**config.mk**
```make
export PLATFORM = sky130hd
export DESIGN_NAME = pps_offset_gen
export DESIGN_NICKNAME = d
export VERILOG_FILES = /design/src/rtl/pps_pkg.sv /design/src/rtl/pps_pulse_gen.sv /design/src/rtl/pps_serial_load.sv /design/src/rtl/pps_offset_gen.sv
export SDC_FILE = /design/constraint.sdc
export NUM_CORES = 1
export LEC_CHECK = 0
export ABC_AREA = 1
export BUFFER_PORTS_ARGS = -buffer_cell sky130_fd_sc_hd__buf_2
export CORE_ASPECT_RATIO = 1.1
export CORE_MARGIN = 10
export CORE_UTILIZATION = 40
export CTS_CLUSTER_DIAMETER = 60
export CTS_CLUSTER_SIZE = 14
export DETAILED_ROUTE_END_ITERATION = 10
export GPL_TIMING_DRIVEN = 0
export SYNTH_ARGS = -nofsm -noshare
export SYNTH_HDL_FRONTEND = slang
export SYNTH_SLANG_ARGS = --single-unit
```
**constraint.sdc**
```tcl
create_clock -name clk -period 1.6 [get_ports clk]
set_input_delay 0.48 -clock clk [delete_from_list [all_inputs] [get_ports clk]]
set_output_delay 0.48 -clock clk [all_outputs]
set_load 0.02 [all_outputs]
```
**src/rtl/pps_pkg.sv**
```systemverilog
package pps_pkg;

    // number of decimal sub-rates below one pulse per second (10, 100, 1000)
    localparam int RATE_COUNT = 3;

    // period in clock cycles of sub-rate idx: sec / 10^(idx+1)
    function automatic int unsigned rate_div(input int unsigned sec, input int idx);
        int unsigned d;
        d = sec;
        for (int j = 0; j <= idx; j++) begin
            d = d / 10;
        end
        return d;
    endfunction

endpackage

```
**src/rtl/pps_pulse_gen.sv**
```systemverilog
module pps_pulse_gen #(
    parameter int unsigned WIDTH = 4000
) (
    input  logic clk,
    input  logic rst,
    input  logic start,
    output logic pulse_o
);
    localparam int LW = $clog2(WIDTH + 1);

    typedef struct packed {
        logic [LW-1:0] left;
        logic          out;
    } st_t;

    st_t s_d, s_q;

    always_comb begin
        s_d = s_q;
        if (start) begin
            s_d.left = LW'(WIDTH - 1);
            s_d.out  = 1'b1;
        end else if (s_q.left != '0) begin
            s_d.left = s_q.left - 1'b1;
            s_d.out  = 1'b1;
        end else begin
            s_d.out  = 1'b0;
        end
    end

    always_ff @(posedge clk) begin
        if (rst) s_q <= '0;
        else     s_q <= s_d;
    end

    assign pulse_o = s_q.out;

endmodule

```
**src/rtl/pps_serial_load.sv**
```systemverilog
module pps_serial_load #(
    parameter int WORD_W = 36,
    parameter int SYNC_N = 2
) (
    input  logic              clk,
    input  logic              rst,
    input  logic              ser_clk,
    input  logic              ser_dat,
    input  logic              ser_lat,
    output logic [WORD_W-1:0] word_o,
    output logic              vld_o
);
    typedef struct packed {
        logic [SYNC_N:0]   ck;
        logic [SYNC_N:0]   dt;
        logic [SYNC_N:0]   lt;
        logic [WORD_W-1:0] sh;
        logic              vld;
    } st_t;

    st_t  s_d, s_q;
    logic ck_rise, lt_rise;

    assign ck_rise = s_q.ck[SYNC_N-1] & ~s_q.ck[SYNC_N];
    assign lt_rise = s_q.lt[SYNC_N-1] & ~s_q.lt[SYNC_N];

    always_comb begin
        s_d    = s_q;
        s_d.ck = {s_q.ck[SYNC_N-1:0], ser_clk};
        s_d.dt = {s_q.dt[SYNC_N-1:0], ser_dat};
        s_d.lt = {s_q.lt[SYNC_N-1:0], ser_lat};
        if (ck_rise) begin
            s_d.sh = {s_q.sh[WORD_W-2:0], s_q.dt[SYNC_N-1]};
        end
        s_d.vld = lt_rise;
    end

    always_ff @(posedge clk) begin
        if (rst) s_q <= '0;
        else     s_q <= s_d;
    end

    assign word_o = s_q.sh;
    assign vld_o  = s_q.vld;

endmodule

```
**src/rtl/pps_offset_gen.sv**
```systemverilog
module pps_offset_gen #(
    parameter int unsigned SEC_CNT = 200_000_000,
    parameter int unsigned PULSE_W = 4000,
    parameter int          OFS_W   = 28,
    parameter int          FINE_W  = 8,
    parameter int          SYNC_N  = 2
) (
    input  logic                            clk,
    input  logic                            rst,
    input  logic                            ser_clk,
    input  logic                            ser_dat,
    input  logic                            ser_lat,
    output logic                            pps_ref_o,
    output logic [pps_pkg::RATE_COUNT-1:0]  rate_o,
    output logic                            pps_dly_o,
    output logic [FINE_W-1:0]               fine_o
);
    localparam int              CNT_W   = $clog2(SEC_CNT);
    localparam int              WORD_W  = OFS_W + FINE_W;
    localparam logic [OFS_W:0]  SEC_EXT = (OFS_W + 1)'(SEC_CNT);
    localparam logic [CNT_W-1:0] LAST   = CNT_W'(SEC_CNT - 1);

    typedef struct packed {
        logic [CNT_W-1:0]  cnt;
        logic [CNT_W-1:0]  ofs_act;
        logic [FINE_W-1:0] fine_act;
        logic [CNT_W-1:0]  pend_ofs;
        logic [FINE_W-1:0] pend_fine;
        logic              pend_vld;
    } st_t;

    st_t               s_d, s_q;
    logic [WORD_W-1:0] word;
    logic              word_vld;
    logic              wrap;
    logic [OFS_W:0]    raw_ext;
    logic [OFS_W:0]    red;

    pps_serial_load #(.WORD_W(WORD_W), .SYNC_N(SYNC_N)) u_ser (
        .clk     (clk),
        .rst     (rst),
        .ser_clk (ser_clk),
        .ser_dat (ser_dat),
        .ser_lat (ser_lat),
        .word_o  (word),
        .vld_o   (word_vld)
    );

    assign wrap = (s_q.cnt == LAST);

    // fold an out-of-range coarse offset back into the second
    always_comb begin
        raw_ext = {1'b0, word[WORD_W-1:FINE_W]};
        if (raw_ext >= SEC_EXT) red = raw_ext - SEC_EXT;
        else                    red = raw_ext;
    end

    always_comb begin
        s_d     = s_q;
        s_d.cnt = wrap ? '0 : s_q.cnt + 1'b1;
        if (wrap && s_q.pend_vld) begin
            s_d.ofs_act  = s_q.pend_ofs;
            s_d.fine_act = s_q.pend_fine;
            s_d.pend_vld = 1'b0;
        end
        if (word_vld) begin
            s_d.pend_ofs  = CNT_W'(red);
            s_d.pend_fine = word[FINE_W-1:0];
            s_d.pend_vld  = 1'b1;
        end
    end

    always_ff @(posedge clk) begin
        if (rst) s_q <= '0;
        else     s_q <= s_d;
    end

    pps_pulse_gen #(.WIDTH(PULSE_W)) u_ref (
        .clk(clk), .rst(rst), .start(s_q.cnt == '0), .pulse_o(pps_ref_o)
    );

    pps_pulse_gen #(.WIDTH(PULSE_W)) u_dly (
        .clk(clk), .rst(rst), .start(s_q.cnt == s_q.ofs_act), .pulse_o(pps_dly_o)
    );

    for (genvar i = 0; i < pps_pkg::RATE_COUNT; i++) begin : g_rate
        localparam int unsigned DIV = pps_pkg::rate_div(SEC_CNT, i);
        localparam int          DW  = $clog2(DIV);
        logic [DW-1:0] sc_d, sc_q;

        always_comb begin
            if (wrap || sc_q == DW'(DIV - 1)) sc_d = '0;
            else                              sc_d = sc_q + 1'b1;
        end

        always_ff @(posedge clk) begin
            if (rst) sc_q <= '0;
            else     sc_q <= sc_d;
        end

        pps_pulse_gen #(.WIDTH(PULSE_W)) u_pg (
            .clk(clk), .rst(rst), .start(sc_q == '0), .pulse_o(rate_o[i])
        );
    end

    assign fine_o = s_q.fine_act;

endmodule

```
==> impl_results.md, run 1 <==
* Hold Path Depth at 3
* GPL Wtd Cong at 0.921
* Synth area leader: dfxtp_1
* Clock transition at path regs at 0.06 ns
* Drt pass-1 iters at 5
* Setup-failing EPs final at 137
* Initial antenna violation count at 0
* Final Core Density at 51.7%
* H-tree Lvls at 1
* Data arrival, critical path at 2.25 ns
* Ports at 18
* Leak at 7.10 nW
* Clk pwr share at 41.7%
* #FFs+latches synth at 275
* Fin. max-slew vios at 0
* Max Cap Viol at 0
* Sink Count at 275
* Worst r2r src: s_q[90]$_SDFF_PP0_
* Clk buf depth at 3
* Worst Slack Setup Final at -0.210 ns
* Max rail drop VDD at 0.836 mV
* Seq pwr share at 45.6%
* Setup TNS at -21.07 ns
* Commonest non-fill, non-tap cell in the layout: nand2_1
* Initial detailed-routing violation count at 833
* Tmin final at 1.81 ns
* CP Max Fanout at 6
* Fin. Hold Viols at 0
* Hold slack at 0.129 ns
* Max Fclk at 553 MHz
* Largest net degree at the start of global routing at 15
* R2R depth at 10
* Hold_sp: ser_dat
* Total CTS buffers at 29
* DRC viols at 0
* Final nets at 2100
* GRT Util Overall at 15.8%
* Switching Share at 27.6%
* Unrepaired setup endpoints after global routing: yes
* Syn_nets at 1988
* Remaining Overflow, GRT at 0
* Post-Synthesis Cells at 1968
* Rel. slew slack at 42.7%
* Routed Wire Length at 36600 um
* Global-route wire length before repair at 57200 um
* Yosys top cell area share at 39.7%
* Synth top area cells: dfxtp_1, nand2_1, nor2_1, inv_1, nand3_1
* Setup Skew at 0.0135 ns
* CTS root buf: clkbuf_16
* Wire per inst at 14.4 um
* Area growth from synthesis to layout at 27.6%
* Layout cell share with drive strength beyond 1 at 26.5%
* Synth unique cells at 42
* Status: finished with violations
* Vias at 13000
* Initial Util at 40.6%
* Antenna Nets Post-Route at 0
* Die area at 42500 um^2
* Core area at 34200 um^2
* Psw at 4.50 mW
* Post-synth EDFFs at 0
* # rows at 71
* Register area share after synthesis at 39.7%
* Reg2reg end: g_rate[0].sc_q[4]$_SDFF_PP0_
* HP Class: input port to register
* Met3 Use GR at 2.13%
* Avg Cell Area, Syn at 7.05 um^2
* Worst setup EP type: register
* Hold_buf cts at 0
* CP Launch Type: register
* Post-DP HPWL at 24300 um
* Crit share post-route at 113%
* Worst Max-Slew Pin Slew at 0.859 ns
* Pwr dens at 922 nW/um^2
* Die span in y at 215 um
* Critical path type: register to register
* Logic pwr share at 12.6%
* Fillers at 3214
* Worst-Skew Late Latency at 0.56 ns
* Met1 Resource Use GR at 20.2%
* Ant diodes at 0
* DR vias/cell at 5.13
* Share of async-settable or async-resettable flops after synthesis at 0%
* Die Wd at 198 um
* Via count of the first global-routing pass at 11900
* Predominant post-synthesis flop cell: dfxtp_1
* Int Pwr at 11.8 mW
* Yosys warning total at 0
* R2R Setup Slk at -0.21 ns
* Violated checks: setup timing
* CTS tree: done
* Mapped Area at 13900 um^2
* Met2 Use GR at 26.8%
* CP Data Required Time at 2.04 ns
* Most Used Layer, Global Route: met2
* Port Buffers at 16
* Commonest non-fill, non-tap cells in the layout: nand2_1, nor2_1, dfxtp_1, inv_1, nand3_1
* Hold path endpoint: u_ser.s_d[41]$_SDFF_PP0_
## cell type report
cell class	count	area (um^2)	share of cell area (%)
Buffer	73	629	3.56
Clock buffer	39	833	4.71
Clock inverter	12	119	0.672
Inverter	206	790	4.46
Multi-Input combinational cell	1404	8200	46.3
Sequential cell	275	5600	31.6
Tap cell	438	548	3.10
Timing Repair Buffer	91	977	5.52
## worst max path at each step
stage / startpoint / end / slack [ns] / depth (start not counted)
after floorplan: g_rate[1].u_pg.s_q[1]$_SDFFE_PP0P_ / g_rate[1].u_pg.s_q[5]$_SDFFE_PP0P_ / -0.003 / 10
after global placement: u_ser.s_d[45]$_SDFF_PP0_ / u_ser.word_o[16]$_SDFFE_PP0P_ / -0.74 / 6
after detailed placement: u_ser.s_d[45]$_SDFF_PP0_ / u_ser.word_o[16]$_SDFFE_PP0P_ / -0.73 / 6
after CTS: s_q[73]$_SDFF_PP0_ / u_ref.pulse_o$_SDFF_PP0_ / -0.22 / 8
after global routing: s_q[97]$_SDFF_PP0_ / s_q[49]$_SDFFE_PP0P_ / -0.30 / 10
final: s_q[90]$_SDFF_PP0_ / g_rate[0].sc_q[4]$_SDFF_PP0_ / -0.21 / 10
## cells by family after synthesis
logic type | after synthesis | share of synthesized area (%)
AND/OR/NAND/NOR | 1063 | 35.2
adder cells (fa/ha/maj) | 15 | 1.35
XOR/XNOR | 78 | 4.93
flip-flops | 275 | 39.7
buffers and inverters | 289 | 8.88
AO/OA/AOI/OAI | 248 | 9.98
## stage by stage
step           cell area [um^2]  setup slack (ns)  instances  power (mW)
2_1_floorplan             13900          -0.00291       1968        8.79
3_3_place_gp              14600            -0.736       2422        9.19
3_5_place_dp              14600            -0.728       2422        9.22
4_1_cts                   16100            -0.219       2493        16.1
5_1_grt                   17700            -0.298       2538        17.0
6_report                  17700            -0.210       2538        16.3
## Yosys cell counts, drive strengths merged (2+ instances only)
cell type and count:
nor4 21, nand3 180, o21bai 3, xnor2 27, a21oi 149, xor2 51, nor2 337, nand2 371
inv 205, nand3b 11, dfxtp 275, o21ai 83, o211ai 2, ha 15, clkbuf 43, a31oi 9
nand4 52, or2 19, nor3b 4, nor3 65, buf 40
## metal layers
metal | up-vias | share of wire (%)
li1 | 6638 | -
met1 | 6082 | 45
met2 | 244 | 49
met3 | 67 | 3.9
met4 | 0 | 2.3
met5 | - | 0
## registers in the layout, summed over array words and instances, names as in the netlist
name and cells:
u_ser.s_d 6, u_dly.s_q 12, g_rate.sc_q 64, u_ser.word_o 36
u_ser.vld_o 1, u_ref.pulse_o 1, u_ref.s_q 12, g_rate.u_pg.s_q 36
u_ser.s_q 2, s_q 93, u_dly.pulse_o 1, fine_o 8
g_rate.u_pg.pulse_o 3
## repair_timing
action                     in CTS  in global routing
setup buffers                  17                 44
gates resized for setup       138                320
pin swaps                      31                 58
hold endpoints to repair        0                  0
gates cloned                    5                  9
setup endpoints to repair     256                264
## power by group through the flow
stage / clock network [mW] / logic, mW / registers [mW]
after floorplan: 0 / 1.29 / 7.50
after global placement: 0 / 1.62 / 7.57
after detailed placement: 0 / 1.65 / 7.57
after CTS: 6.95 / 1.78 / 7.42
after global routing: 7.22 / 2.32 / 7.48
final: 6.81 / 2.06 / 7.44
## critical path, stage by stage (launching register included)
cell	delay [ns]
dfxtp_1	0.36
nand2_2	0.08
nor3_2	0.19
nand3_2	0.15
nor3_4	0.26
buf_6	0.14
nor2_4	0.03
buf_12	0.17
buf_12	0.15
o211ai_1	0.10
nor2_1	0.07
Power figures use the tool's default switching activity.
==> run 2: changes to the inputs <==
--- a/config.mk
+++ b/config.mk
@@ -13,7 +13,6 @@
 export CTS_CLUSTER_DIAMETER = 60
 export CTS_CLUSTER_SIZE = 14
 export DETAILED_ROUTE_END_ITERATION = 10
-export GPL_TIMING_DRIVEN = 0
 export SYNTH_ARGS = -nofsm -noshare
 export SYNTH_HDL_FRONTEND = slang
 export SYNTH_SLANG_ARGS = --single-unit
==> run 2 against run 1 <==
Effect of this change: the run still ends with setup timing left; clock power grew 4.0%; fmax grew 2.6%; final cell count grew 3.3%; routed wire length shrank 0.59%; sequential cell count is the same; die area is the same; sequential power is essentially flat; clock skew grew 0.0016 ns; hold slack gained 0.029 ns; global-route usage grew 0.45 points; setup slack gained 0.046 ns; clock-buffer cell count is the same.
==> impl_results.md, run 2 (same netlist as run 1, synthesis figures left out) <==
* H-tree Lvls at 1 (unchanged)
* Post-route insts no fill at 2621 (+3.3%)
* Total CTS buffers at 30 (+3.4%)
* Fin. Hold Viols at 0 (unchanged)
* Setup crit end: u_ref.s_q[4]$_SDFFE_PP0P_
* Core area at 34200 um^2 (unchanged)
* Max Fclk at 567 MHz (+2.6%)
* Max Cap Viol at 0 (unchanged)
* Critical path type: register to register
* GRT Util Overall at 16.2% (+0.45 points)
* Clk buf depth at 3 (unchanged)
* Worst Slack Setup Final at -0.163 ns (+0.0464 ns)
* Die area at 42500 um^2 (unchanged)
* Routed Wire Length at 36400 um (-0.59%)
* CP Max Fanout at 7 (+1)
* Reg2reg end: u_ref.s_q[4]$_SDFFE_PP0P_
* Violated checks: setup timing
* WL met2 at 18200 um (+2.5%)
* CP peak stage delay at 0.35 ns (about the same)
* Biggest regs: s_q x93, g_rate.sc_q x64
* DR vias/cell at 5.05 (-1.6%)
* Worst r2r src: s_q[74]$_SDFF_PP0_
* CP Launch Type: register
* Rel. slew slack at 70.4% (+28 points)
* CTS root buf: clkbuf_16
* Most flop-heavy register: s_q
* Multi-input logic area at 8150 um^2 (-0.66%)
* Post-DP HPWL at 24100 um (-1.2%)
* Fillers at 3235 (+0.65%)
* Hold slack at 0.158 ns (+0.0292 ns)
* Critical-path cell list: buf_6 -> inv_4 -> ha_4 -> inv_2 -> nor3_2 -> nand4_1 -> nor3_1 -> nand4_1 -> buf_6 -> a21oi_2
* Worst Max-Slew Pin Slew at 0.445 ns (-0.414 ns)
* Setup-failing EPs final at 142 (+3.6%)
* Initial detailed-routing violation count at 634 (-24%)
* Data arrival, critical path at 2.26 ns (about the same)
* Final Core Density at 53.7% (+1.9 points)
* DP Cell Count at 2525 (+4.3%)
* Die Wd at 198 um (unchanged)
* Leak at 7.62 nW (+7.2%)
* Tmin final at 1.76 ns (-0.0464 ns)
* Setup Skew at 0.0151 ns (+0.00163 ns)
* Initial Util at 40.6% (unchanged)
* M1 wire length at 16100 um (-2.8%)
* Global-route wire length before repair at 59500 um (+4.2%)
* Wire per inst at 13.9 um (-3.7%)
* R2R Setup Slk at -0.16 ns (+0.05 ns)
* Commonest non-fill, non-tap cell in the layout: nand2_1
* Unrepaired setup endpoints after global routing: yes
* Reg area at 5550 um^2 (-0.98%)
* DRC viols at 0 (unchanged)
* Setup TNS at -13.04 ns (+8.04 ns)
* GPL Wtd Cong at 0.896 (-2.7%)
* Design Area, Final at 18400 um^2 (+3.8%)
* Ports at 18 (unchanged)
* Final nets at 2180 (+3.8%)
* # rows at 71 (unchanged)
* Drt pass-1 iters at 5 (unchanged)
* Port Buffers at 17 (+1)
* Met3 WL at 1100 um (-23%)
* Commonest non-fill, non-tap cells in the layout: nand2_1, nor2_1, dfxtp_1, inv_1, buf_4
* Worst setup EP type: register
* Max rail drop VDD at 0.845 mV (+1.0%)
* Largest net degree at the start of global routing at 75 (+60)
* CP Data Required Time at 2.10 ns (+0.06 ns)
* Remaining Overflow, GRT at 0 (unchanged)
* HP Class: input port to register
* Crit path from: s_q[74]$_SDFF_PP0_
* Sink Count at 275 (unchanged)
* Status: finished with violations
* Pwr dens at 910 nW/um^2 (-1.3%)
* Dpl cell area at 15600 um^2 (+7.4%)
* CP max stage cell: dfxtp_4
* Layout cell share with drive strength beyond 1 at 30.2% (+3.7 points)
* Area growth from synthesis to layout at 32.4%
* Flip-flop count of the largest register after layout at 93 (unchanged)
* Top sig layer: met4
* Ant diodes at 0 (unchanged)
* Via count of the first global-routing pass at 12800 (+8.2%)
* Vias at 13200 (+1.7%)
* Dpl ws at -0.658 ns (+0.0695 ns)
* Worst-Skew Late Latency at 0.56 ns (about the same)
* Fin. max-slew vios at 0 (unchanged)
* Crit share post-route at 110% (-2.9 points)
* Clock transition at path regs at 0.07 ns (about the same)
* CTS tree: done
* Antenna Nets Post-Route at 0 (unchanged)
* R2R depth at 10 (unchanged)
* PnR Total Power at 16.7 mW (+2.4%)
* Die span in y at 215 um (unchanged)
* Initial antenna violation count at 0 (unchanged)
[run 2: changes by cell type in the layout (fill, tap and decap cells not counted), sizes merged]
cell and change:
buf +113, clkinv +5, clkbuf -34, inv -2
bufinv +1
[run 2: per-layer routing]
layer  global-route usage [%]  up-vias
li1                         -     6782
met1                     20.2     6202
met2                     28.5      195
met3                     1.89       69
met4                     4.95        0
met5                        0        -
[run 2: worst min-delay path by stage]
| stage | from | end | depth (start not counted) |
|---|---|---|---|
| 2_1_floorplan | u_ser.s_q[39]$_SDFF_PP0_ | u_ser.vld_o$_SDFF_PP0_ | 1 |
| 3_3_place_gp | u_ser.s_q[39]$_SDFF_PP0_ | u_ser.vld_o$_SDFF_PP0_ | 1 |
| 3_5_place_dp | u_ser.s_q[39]$_SDFF_PP0_ | u_ser.vld_o$_SDFF_PP0_ | 1 |
| 4_1_cts | ser_clk | u_ser.s_d[44]$_SDFF_PP0_ | 3 |
| 5_1_grt | ser_clk | u_ser.s_d[44]$_SDFF_PP0_ | 3 |
| 6_report | ser_clk | u_ser.s_d[44]$_SDFF_PP0_ | 3 |
[run 2: power by group]
part           internal, mW  switching (mW)  total [mW]
registers              7.16           0.257        7.42
logic                 0.936            1.27        2.21
clock network          4.06            3.02        7.08
[run 2: worst max-delay path: cells and delay by family, from the launching register on]
kind | cells | cell delay [ns]
adder cells (fa/ha/maj) | 1 | 0.12
flip-flops | 1 | 0.35
AO/OA/AOI/OAI | 1 | 0.12
buffers and inverters | 4 | 0.42
AND/OR/NAND/NOR | 4 | 0.67
[run 2: what timing repair did]
action,CTS,global route
hold buffers,0,0
pin swaps,18,48
hold endpoints to repair,0,0
endpoints found under the setup margin,166,209
gates cloned,7,8
gates resized for setup,86,242
setup buffers,12,16
[run 2: final cells by class]
class	count	share of cell area (%)
multi-input combinational	1404	44.4
sequential	275	30.2
timing repair buffer	243	12.6
clock buffer	39	4.55
inverter	206	4.33
tap	438	2.98
clock inverter	16	0.961
